<file path="src/rtl/cps_pkg.sv">
package cps_pkg;
  localparam int NPH = 4;

  typedef enum logic [3:0] {
    SL_IDLE, SL_NC, SL_G0, SL_NT, SL_G1, SL_PC, SL_G2, SL_PT, SL_G3
  } slot_t;

  // Next slot on a tick; need = some rail below regulation.
  function automatic slot_t slot_step(input slot_t cur, input logic need);
    case (cur)
      SL_IDLE: slot_step = need ? SL_NC : SL_IDLE;
      SL_NC:   slot_step = SL_G0;
      SL_G0:   slot_step = SL_NT;
      SL_NT:   slot_step = SL_G1;
      SL_G1:   slot_step = SL_PC;
      SL_PC:   slot_step = SL_G2;
      SL_G2:   slot_step = SL_PT;
      SL_PT:   slot_step = need ? SL_G3 : SL_IDLE;
      SL_G3:   slot_step = SL_NC;
      default: slot_step = SL_IDLE;
    endcase
  endfunction

  // Switch-set select for a slot; gaps and idle open everything.
  function automatic logic [NPH-1:0] slot_sw(input slot_t s);
    case (s)
      SL_NC:   slot_sw = NPH'(1) << 0;
      SL_NT:   slot_sw = NPH'(1) << 1;
      SL_PC:   slot_sw = NPH'(1) << 2;
      SL_PT:   slot_sw = NPH'(1) << 3;
      default: slot_sw = '0;
    endcase
  endfunction
endpackage

</file>
<file path="src/rtl/cps_tick_div.sv">
module cps_tick_div #(
  parameter int DIV = 100
) (
  input  logic clk,
  input  logic rst_n,
  input  logic en,
  output logic tick
);
  localparam int CW = (DIV > 1) ? $clog2(DIV) : 1;
  localparam logic [CW-1:0] LAST = CW'(DIV - 1);

  logic [CW-1:0] cnt;

  always_ff @(posedge clk or negedge rst_n) begin
    if (!rst_n)       cnt <= '0;
    else if (!en)     cnt <= '0;
    else if (cnt == LAST) cnt <= '0;
    else              cnt <= cnt + 1'b1;
  end

  assign tick = en && (cnt == LAST);
endmodule

</file>
<file path="src/rtl/cps_flag_sync.sv">
module cps_flag_sync #(
  parameter int STAGES = 2,
  parameter int W      = 2
) (
  input  logic         clk,
  input  logic         rst_n,
  input  logic [W-1:0] din,
  output logic [W-1:0] dout
);
  if (STAGES == 0) begin : g_bypass
    assign dout = din;
  end else begin : g_chain
    logic [STAGES-1:0][W-1:0] stg;
    always_ff @(posedge clk or negedge rst_n) begin
      if (!rst_n) begin
        stg <= '0;
      end else begin
        stg[0] <= din;
        for (int i = 1; i < STAGES; i++) stg[i] <= stg[i-1];
      end
    end
    assign dout = stg[STAGES-1];
  end
endmodule

</file>
<file path="src/rtl/cps_phase_fsm.sv">
module cps_phase_fsm
  import cps_pkg::*;
(
  input  logic  clk,
  input  logic  rst_n,
  input  logic  en,
  input  logic  tick,
  input  logic  neg_ok,
  input  logic  pos_ok,
  output slot_t slot_q,
  output slot_t slot_nxt
);
  logic need;
  assign need = !(neg_ok && pos_ok);

  always_comb begin
    if (!en)       slot_nxt = SL_IDLE;
    else if (tick) slot_nxt = slot_step(slot_q, need);
    else           slot_nxt = slot_q;
  end

  always_ff @(posedge clk or negedge rst_n) begin
    if (!rst_n) slot_q <= SL_IDLE;
    else        slot_q <= slot_nxt;
  end
endmodule

</file>
<file path="src/rtl/cps_sw_drive.sv">
module cps_sw_drive
  import cps_pkg::*;
(
  input  logic           clk,
  input  logic           rst_n,
  input  slot_t          slot_nxt,
  output logic [NPH-1:0] ph_sw,
  output logic           running
);
  always_ff @(posedge clk or negedge rst_n) begin
    if (!rst_n) begin
      ph_sw   <= '0;
      running <= 1'b0;
    end else begin
      ph_sw   <= slot_sw(slot_nxt);
      running <= (slot_nxt != SL_IDLE);
    end
  end
endmodule

</file>
<file path="src/rtl/cpump_seq.sv">
module cpump_seq
  import cps_pkg::*;
#(
  parameter int CLKS_PER_SLOT = 100,
  parameter int SYNC_STAGES   = 2
) (
  input  logic       clk,
  input  logic       rst_n,
  input  logic       pump_en,
  input  logic       neg_ok,
  input  logic       pos_ok,
  output logic [3:0] ph_sw,
  output logic       running
);
  logic       slot_tick;
  logic [1:0] ok_sync;
  slot_t      slot_q;
  slot_t      slot_nxt;

  cps_tick_div #(.DIV(CLKS_PER_SLOT)) u_div (
    .clk(clk), .rst_n(rst_n), .en(pump_en), .tick(slot_tick)
  );

  cps_flag_sync #(.STAGES(SYNC_STAGES), .W(2)) u_sync (
    .clk(clk), .rst_n(rst_n), .din({pos_ok, neg_ok}), .dout(ok_sync)
  );

  cps_phase_fsm u_fsm (
    .clk(clk), .rst_n(rst_n), .en(pump_en), .tick(slot_tick),
    .neg_ok(ok_sync[0]), .pos_ok(ok_sync[1]),
    .slot_q(slot_q), .slot_nxt(slot_nxt)
  );

  cps_sw_drive u_drv (
    .clk(clk), .rst_n(rst_n), .slot_nxt(slot_nxt),
    .ph_sw(ph_sw), .running(running)
  );
endmodule

</file>
<file path="config.mk">
export PLATFORM = sky130hd
export DESIGN_NAME = cpump_seq
export DESIGN_NICKNAME = d
export VERILOG_FILES = /design/src/rtl/cps_pkg.sv /design/src/rtl/cps_tick_div.sv /design/src/rtl/cps_flag_sync.sv /design/src/rtl/cps_phase_fsm.sv /design/src/rtl/cps_sw_drive.sv /design/src/rtl/cpump_seq.sv
export SDC_FILE = /design/constraint.sdc
export NUM_CORES = 1
export LEC_CHECK = 0
export ABC_CLOCK_PERIOD_IN_PS = 2800
export CORE_MARGIN = 2
export CORE_UTILIZATION = 56
export CTS_BUF_LIST = sky130_fd_sc_hd__clkbuf_8
export DETAILED_ROUTE_END_ITERATION = 8
export GPL_TIMING_DRIVEN = 0
export HOLD_SLACK_MARGIN = 0.15
export PLACE_DENSITY_LB_ADDON = 0.05
export SETUP_SLACK_MARGIN = 0.02
export SLEW_MARGIN = 20
export SYNTH_ARGS = -nofsm -noshare
export SYNTH_HDL_FRONTEND = slang
export SYNTH_SLANG_ARGS = --single-unit
</file>
<file path="constraint.sdc">
create_clock -name clk -period 2.8 [get_ports clk]
set_input_delay 0.42 -clock clk [delete_from_list [all_inputs] [get_ports clk]]
set_output_delay 0.42 -clock clk [all_outputs]
set_load 0.005 [all_outputs]
</file>
After elaboration in Yosys (flattened, before gate mapping). Index checks and enable logic that the tools add are counted.

Reductions and logical operators: 4. Add/sub/neg operators: 1. Multiplexer cells: 8. Equal/unequal tests: 13.

Operators by type and width (count): $pmux W4 S9 (1); $eq A4 B3 Y1 const B (6); $pmux W4 S4 (1); $mux W7 (2); $eq A4 B2 Y1 const B (3); $mux W4 (3); $eq A4 B1 Y1 const B (2); $add A7 B1 Y7 const B (1); $eq A7 B7 Y1 const B (1); $eq A4 B4 Y1 const B (1); $logic_not A4 Y1 (1); $reduce_bool A4 Y1 (1); $logic_and A1 B1 Y1 (2); $mux W1 (1).

Register bits after elaboration: 20. Input bits: 5.

Depth between registers and ports, before layout.
Depth in word-level cells: 7. Gate-level depth with buffers: 7. Depth with buffers taken out: 6.

Cells and area by module. A second synthesis with hierarchy kept.

Cells, all modules: 69. Area total of the unflattened synthesis: 832.0 µm².

Modules (own cells, without submodules): cps_tick_div (instances 1, cells each 32, area each 330.3 µm², seq. area each 175.2 µm²); cps_phase_fsm (instances 1, cells each 21, area each 211.5 µm², seq. area each 100.1 µm²); cps_sw_drive (instances 1, cells each 10, area each 175.2 µm², seq. area each 125.1 µm²); cps_flag_sync (instances 1, cells each 6, area each 115.1 µm², seq. area each 100.1 µm²).

Least setup slack after synthesis. OpenSTA, ideal clock, no wires.

Kind: register -> register. Start point: register u_div.cnt[3]. End point: register u_fsm.slot_q[3]. Arrival: 1966 ps. Setup time: 78 ps. Data required time: 2722 ps. Path buffers: 2. Stages on the path, launching flop included: 7. Path slack: 756 ps. Cell sequence: dfrtp_1 -> or4b_1 -> buf_2 -> or2_1 -> buf_6 -> or4_1 -> a21boi_1.

Word-level cells in the longest chain between the ends: 4.

RTL lines: start: declaration (RTL line cps_tick_div.sv:12) `logic [CW-1:0] cnt;`; start signal: assignment (RTL line cps_tick_div.sv:18) `else cnt <= cnt + 1'b1;`; $eq A7 B7 Y1 (RTL line cps_tick_div.sv:21) `assign tick = en && (cnt == LAST);`; $logic_and A1 B1 Y1 (RTL line cps_tick_div.sv:21); $mux W4 (RTL line cps_phase_fsm.sv:18) `else if (tick) slot_nxt = slot_step(slot_q, need);`; $mux W4 (RTL line cps_phase_fsm.sv:17) `if (!en) slot_nxt = SL_IDLE;`; named net slot_nxt[3] (RTL line cpump_seq.sv:18) `slot_t slot_nxt;`; end signal: assignment (RTL line cps_phase_fsm.sv:24) `else slot_q <= slot_nxt;`; end: declaration (RTL line cps_phase_fsm.sv:10) `output slot_t slot_q,`.

The timed path passes the listed nets, and every way through them passes these cells.

Worst setup path after layout. Ends and elaborated chain as after synthesis.

==> results.toml <==
[clocking]
cts_tree = "yes"
cts_buffers = 3
path_clk_slew_ns = 0.07
cts-resized-gates = 0
clock_path_buffers = 2
clock-root-buffer = "clkbuf_8"
clk-insertion-delay-late_ns = 0.26
cts.sinks = 20
htreeDepth = 1
cts_setup_buffers = 0
cts_hold_buf = 0

[route]
routed_wl_um = 1590
num_vias = 626
vias_per_cell = 5.74
drc = 0
first_iter_violations = 14
drt-pass1-iter-count = 4
wl_per_cell_um = 14.5
drt.antenna.violating_nets = 0

[final_layout]
fin_area_um2 = 1030
stdcell_count = 109
final_cell_mix = "20 x dfrtp_1, 8 x clkdlybuf4s50_1, 7 x nor2_1"
insertedDiodeCount = 0
fill_cells = 112
fin_nets = 101
drive_gt1_share_pct = 9.68
mostFrequentLayoutCell = "dfrtp_1"
syn2layout_area_growth_pct = 15.9

[sta]
drv_slew = 0
min_period_over_period_pct = 76.5
hold_viol_final = 0
setup_viol = 0
rsz0062_at_grt = "no"
final.min_clock_period_ns = 2.14
fin_worst_skew_ns = 0.00513
worst_slew_pin_slew_ns = 0.893
setup_tns_ns = 0
fmax_mhz = 467
relSlewSlack_pct = 40.3

[worst_setup_path]
worstSetupPathType = "flip-flop to flip-flop"
r2r_slack_ns = 0.66
start_kind = "flip-flop"
cp.arrival_ns = 2.33
endpoint = "u_fsm.slot_q[3]"
r2r-start = "u_div.cnt[3]"
cp-startpoint = "u_div.cnt[3]"
r2r_end = "u_fsm.slot_q[3]"
critPathMaxFanout = 8
reg2regPathDepth = 6
cp_data_required_time_ns = 2.99
cp-end-kind = "flip-flop"

[floorplan]
num_rows = 14
initial_utilization_pct = 59.7
dieHeight_um = 43.8
chipWidth_um = 43.8
core_area_um2 = 1490
ios = 10
die-area_um2 = 1920

[synthesis]
synth_cells = 82
syn_avg_cell_area_um2 = 10.8
yosysWarnings = 0
ys_types = 36
synth-edff-count = 0
synth_area_um2 = 888
yosysSeqAreaShare_pct = 56.3
yosys_most_used_dff = "dfrtp_1"
synth_fp_nets = 88
synth_seq_cells = 20
async_flop_share_pct = 100

[power]
total_power_w = 0.000507
power.density_nw_per_um2 = 492
peakVddDrop_mv = 0.394
p_leak_nw = 0.438

[placed_design]
hpwl_um = 1110
dp_cells = 106
gp_congestion = 0.737
dpl-instance-area_um2 = 988
numPortBuffers = 8

[grt]
grt_pass1_wl_um = 2650
antenna_found_initial = 0
grt_pass1_vias = 643
grt_usage_pct = 19.4
grt_max_degree = 21
grt_overflow = 0

[outcome]
status = "completed"

[run]
maxCapViolCount = 0

[hold_path]
min_path_type = "flip-flop to flip-flop"
hold_path.startpoint = "u_sync.g_chain.stg[0]"
## power by group
group / switching, W / leakage (nW) / total, W / internal, W
Combinational: 0.0000127 / 0.148 / 0.0000217 / 0.00000901
Sequential: 0.00000352 / 0.268 / 0.000299 / 0.000295
Clock: 0.0000902 / 0.0216 / 0.000186 / 0.0000958
Total: 0.000106 / 0.438 / 0.000507 / 0.000400
## per-stage QoR
| step | setup slack, ns | hold WS [ns] | utilization [%] |
|---|---|---|---|
| after global placement | 0.717 | 0.331 | 66.4 |
| after global routing | 0.559 | 0.370 | 69.2 |
| final | 0.659 | 0.352 | 69.2 |
| after detailed placement | 0.683 | 0.339 | 66.4 |
| after CTS | 0.659 | 0.356 | 69.2 |
| after floorplan | 0.756 | 0.124 | - |
## worst min-delay path by stage
stage / to / slack (ns) / depth (start not counted)
floorplan: u_div.cnt[0] / 0.12 / 0
global placement: u_sync.dout[0] / 0.33 / 0
detailed placement: u_sync.dout[0] / 0.34 / 0
CTS: u_sync.dout[0] / 0.36 / 0
global route: u_sync.dout[0] / 0.37 / 0
finish: u_sync.dout[0] / 0.35 / 0
## synth_stat cells, types with 2 or more instances
| master | instances | area (um2) |
|---|---|---|
| xor2_1 | 2 | 17.5 |
| nand2b_1 | 2 | 12.5 |
| nor3_1 | 6 | 30.0 |
| xnor2_1 | 3 | 26.3 |
| nand3_1 | 4 | 20.0 |
| inv_1 | 2 | 7.51 |
| o21ai_0 | 2 | 10.0 |
| clkbuf_1 | 2 | 7.51 |
| o31a_1 | 2 | 17.5 |
| nand2_1 | 5 | 18.8 |
| a21boi_1 | 2 | 15.0 |
| dfrtp_1 | 20 | 500 |
| nor2_1 | 7 | 26.3 |
## state kept, by name (all words and copies together) (netlist names)
register	cells
u_fsm.slot_q	4
u_sync.g_chain.stg	2
u_drv.running	1
u_div.cnt	7
u_drv.ph_sw	4
u_sync.dout	2
## final cells by class
type	count	area [um2]	share of cell area, %
timing repair buffer	8	80.1	7.78
inverter	3	11.3	1.09
multi-input combinational	55	353	34.3
sequential	20	500	48.6
buffer	4	23.8	2.31
tap	16	20.0	1.94
clock buffer	3	41.3	4.01
## worst max-delay path, cell delays in order (launching register included)
cell      delay [ns]
dfrtp_1         0.42
or4b_1          0.51
buf_2           0.17
or2_1           0.22
buf_6           0.14
or4_1           0.46
a21boi_1        0.15
## cell families (layout without fill, tap and decap cells)
family,count (synthesis),count (layout),synth area share [%]
AOI/OAI and AO/OA,15,15,13.7
and+or+nand+nor,34,34,19.7
buffers and inverters,7,18,3.94
DFF,20,20,56.3
xor gates and xnor gates,5,5,4.93
adders and majority gates,1,1,1.41
## routing by layer
metal	vias up	GRT usage [%]	routed length, um
met3	3	5.42	58
li1	314	-	-
met4	0	8.48	24
met1	294	23.8	710
met5	-	0	0
met2	15	31.8	791
Power figures use the tool's default switching activity.
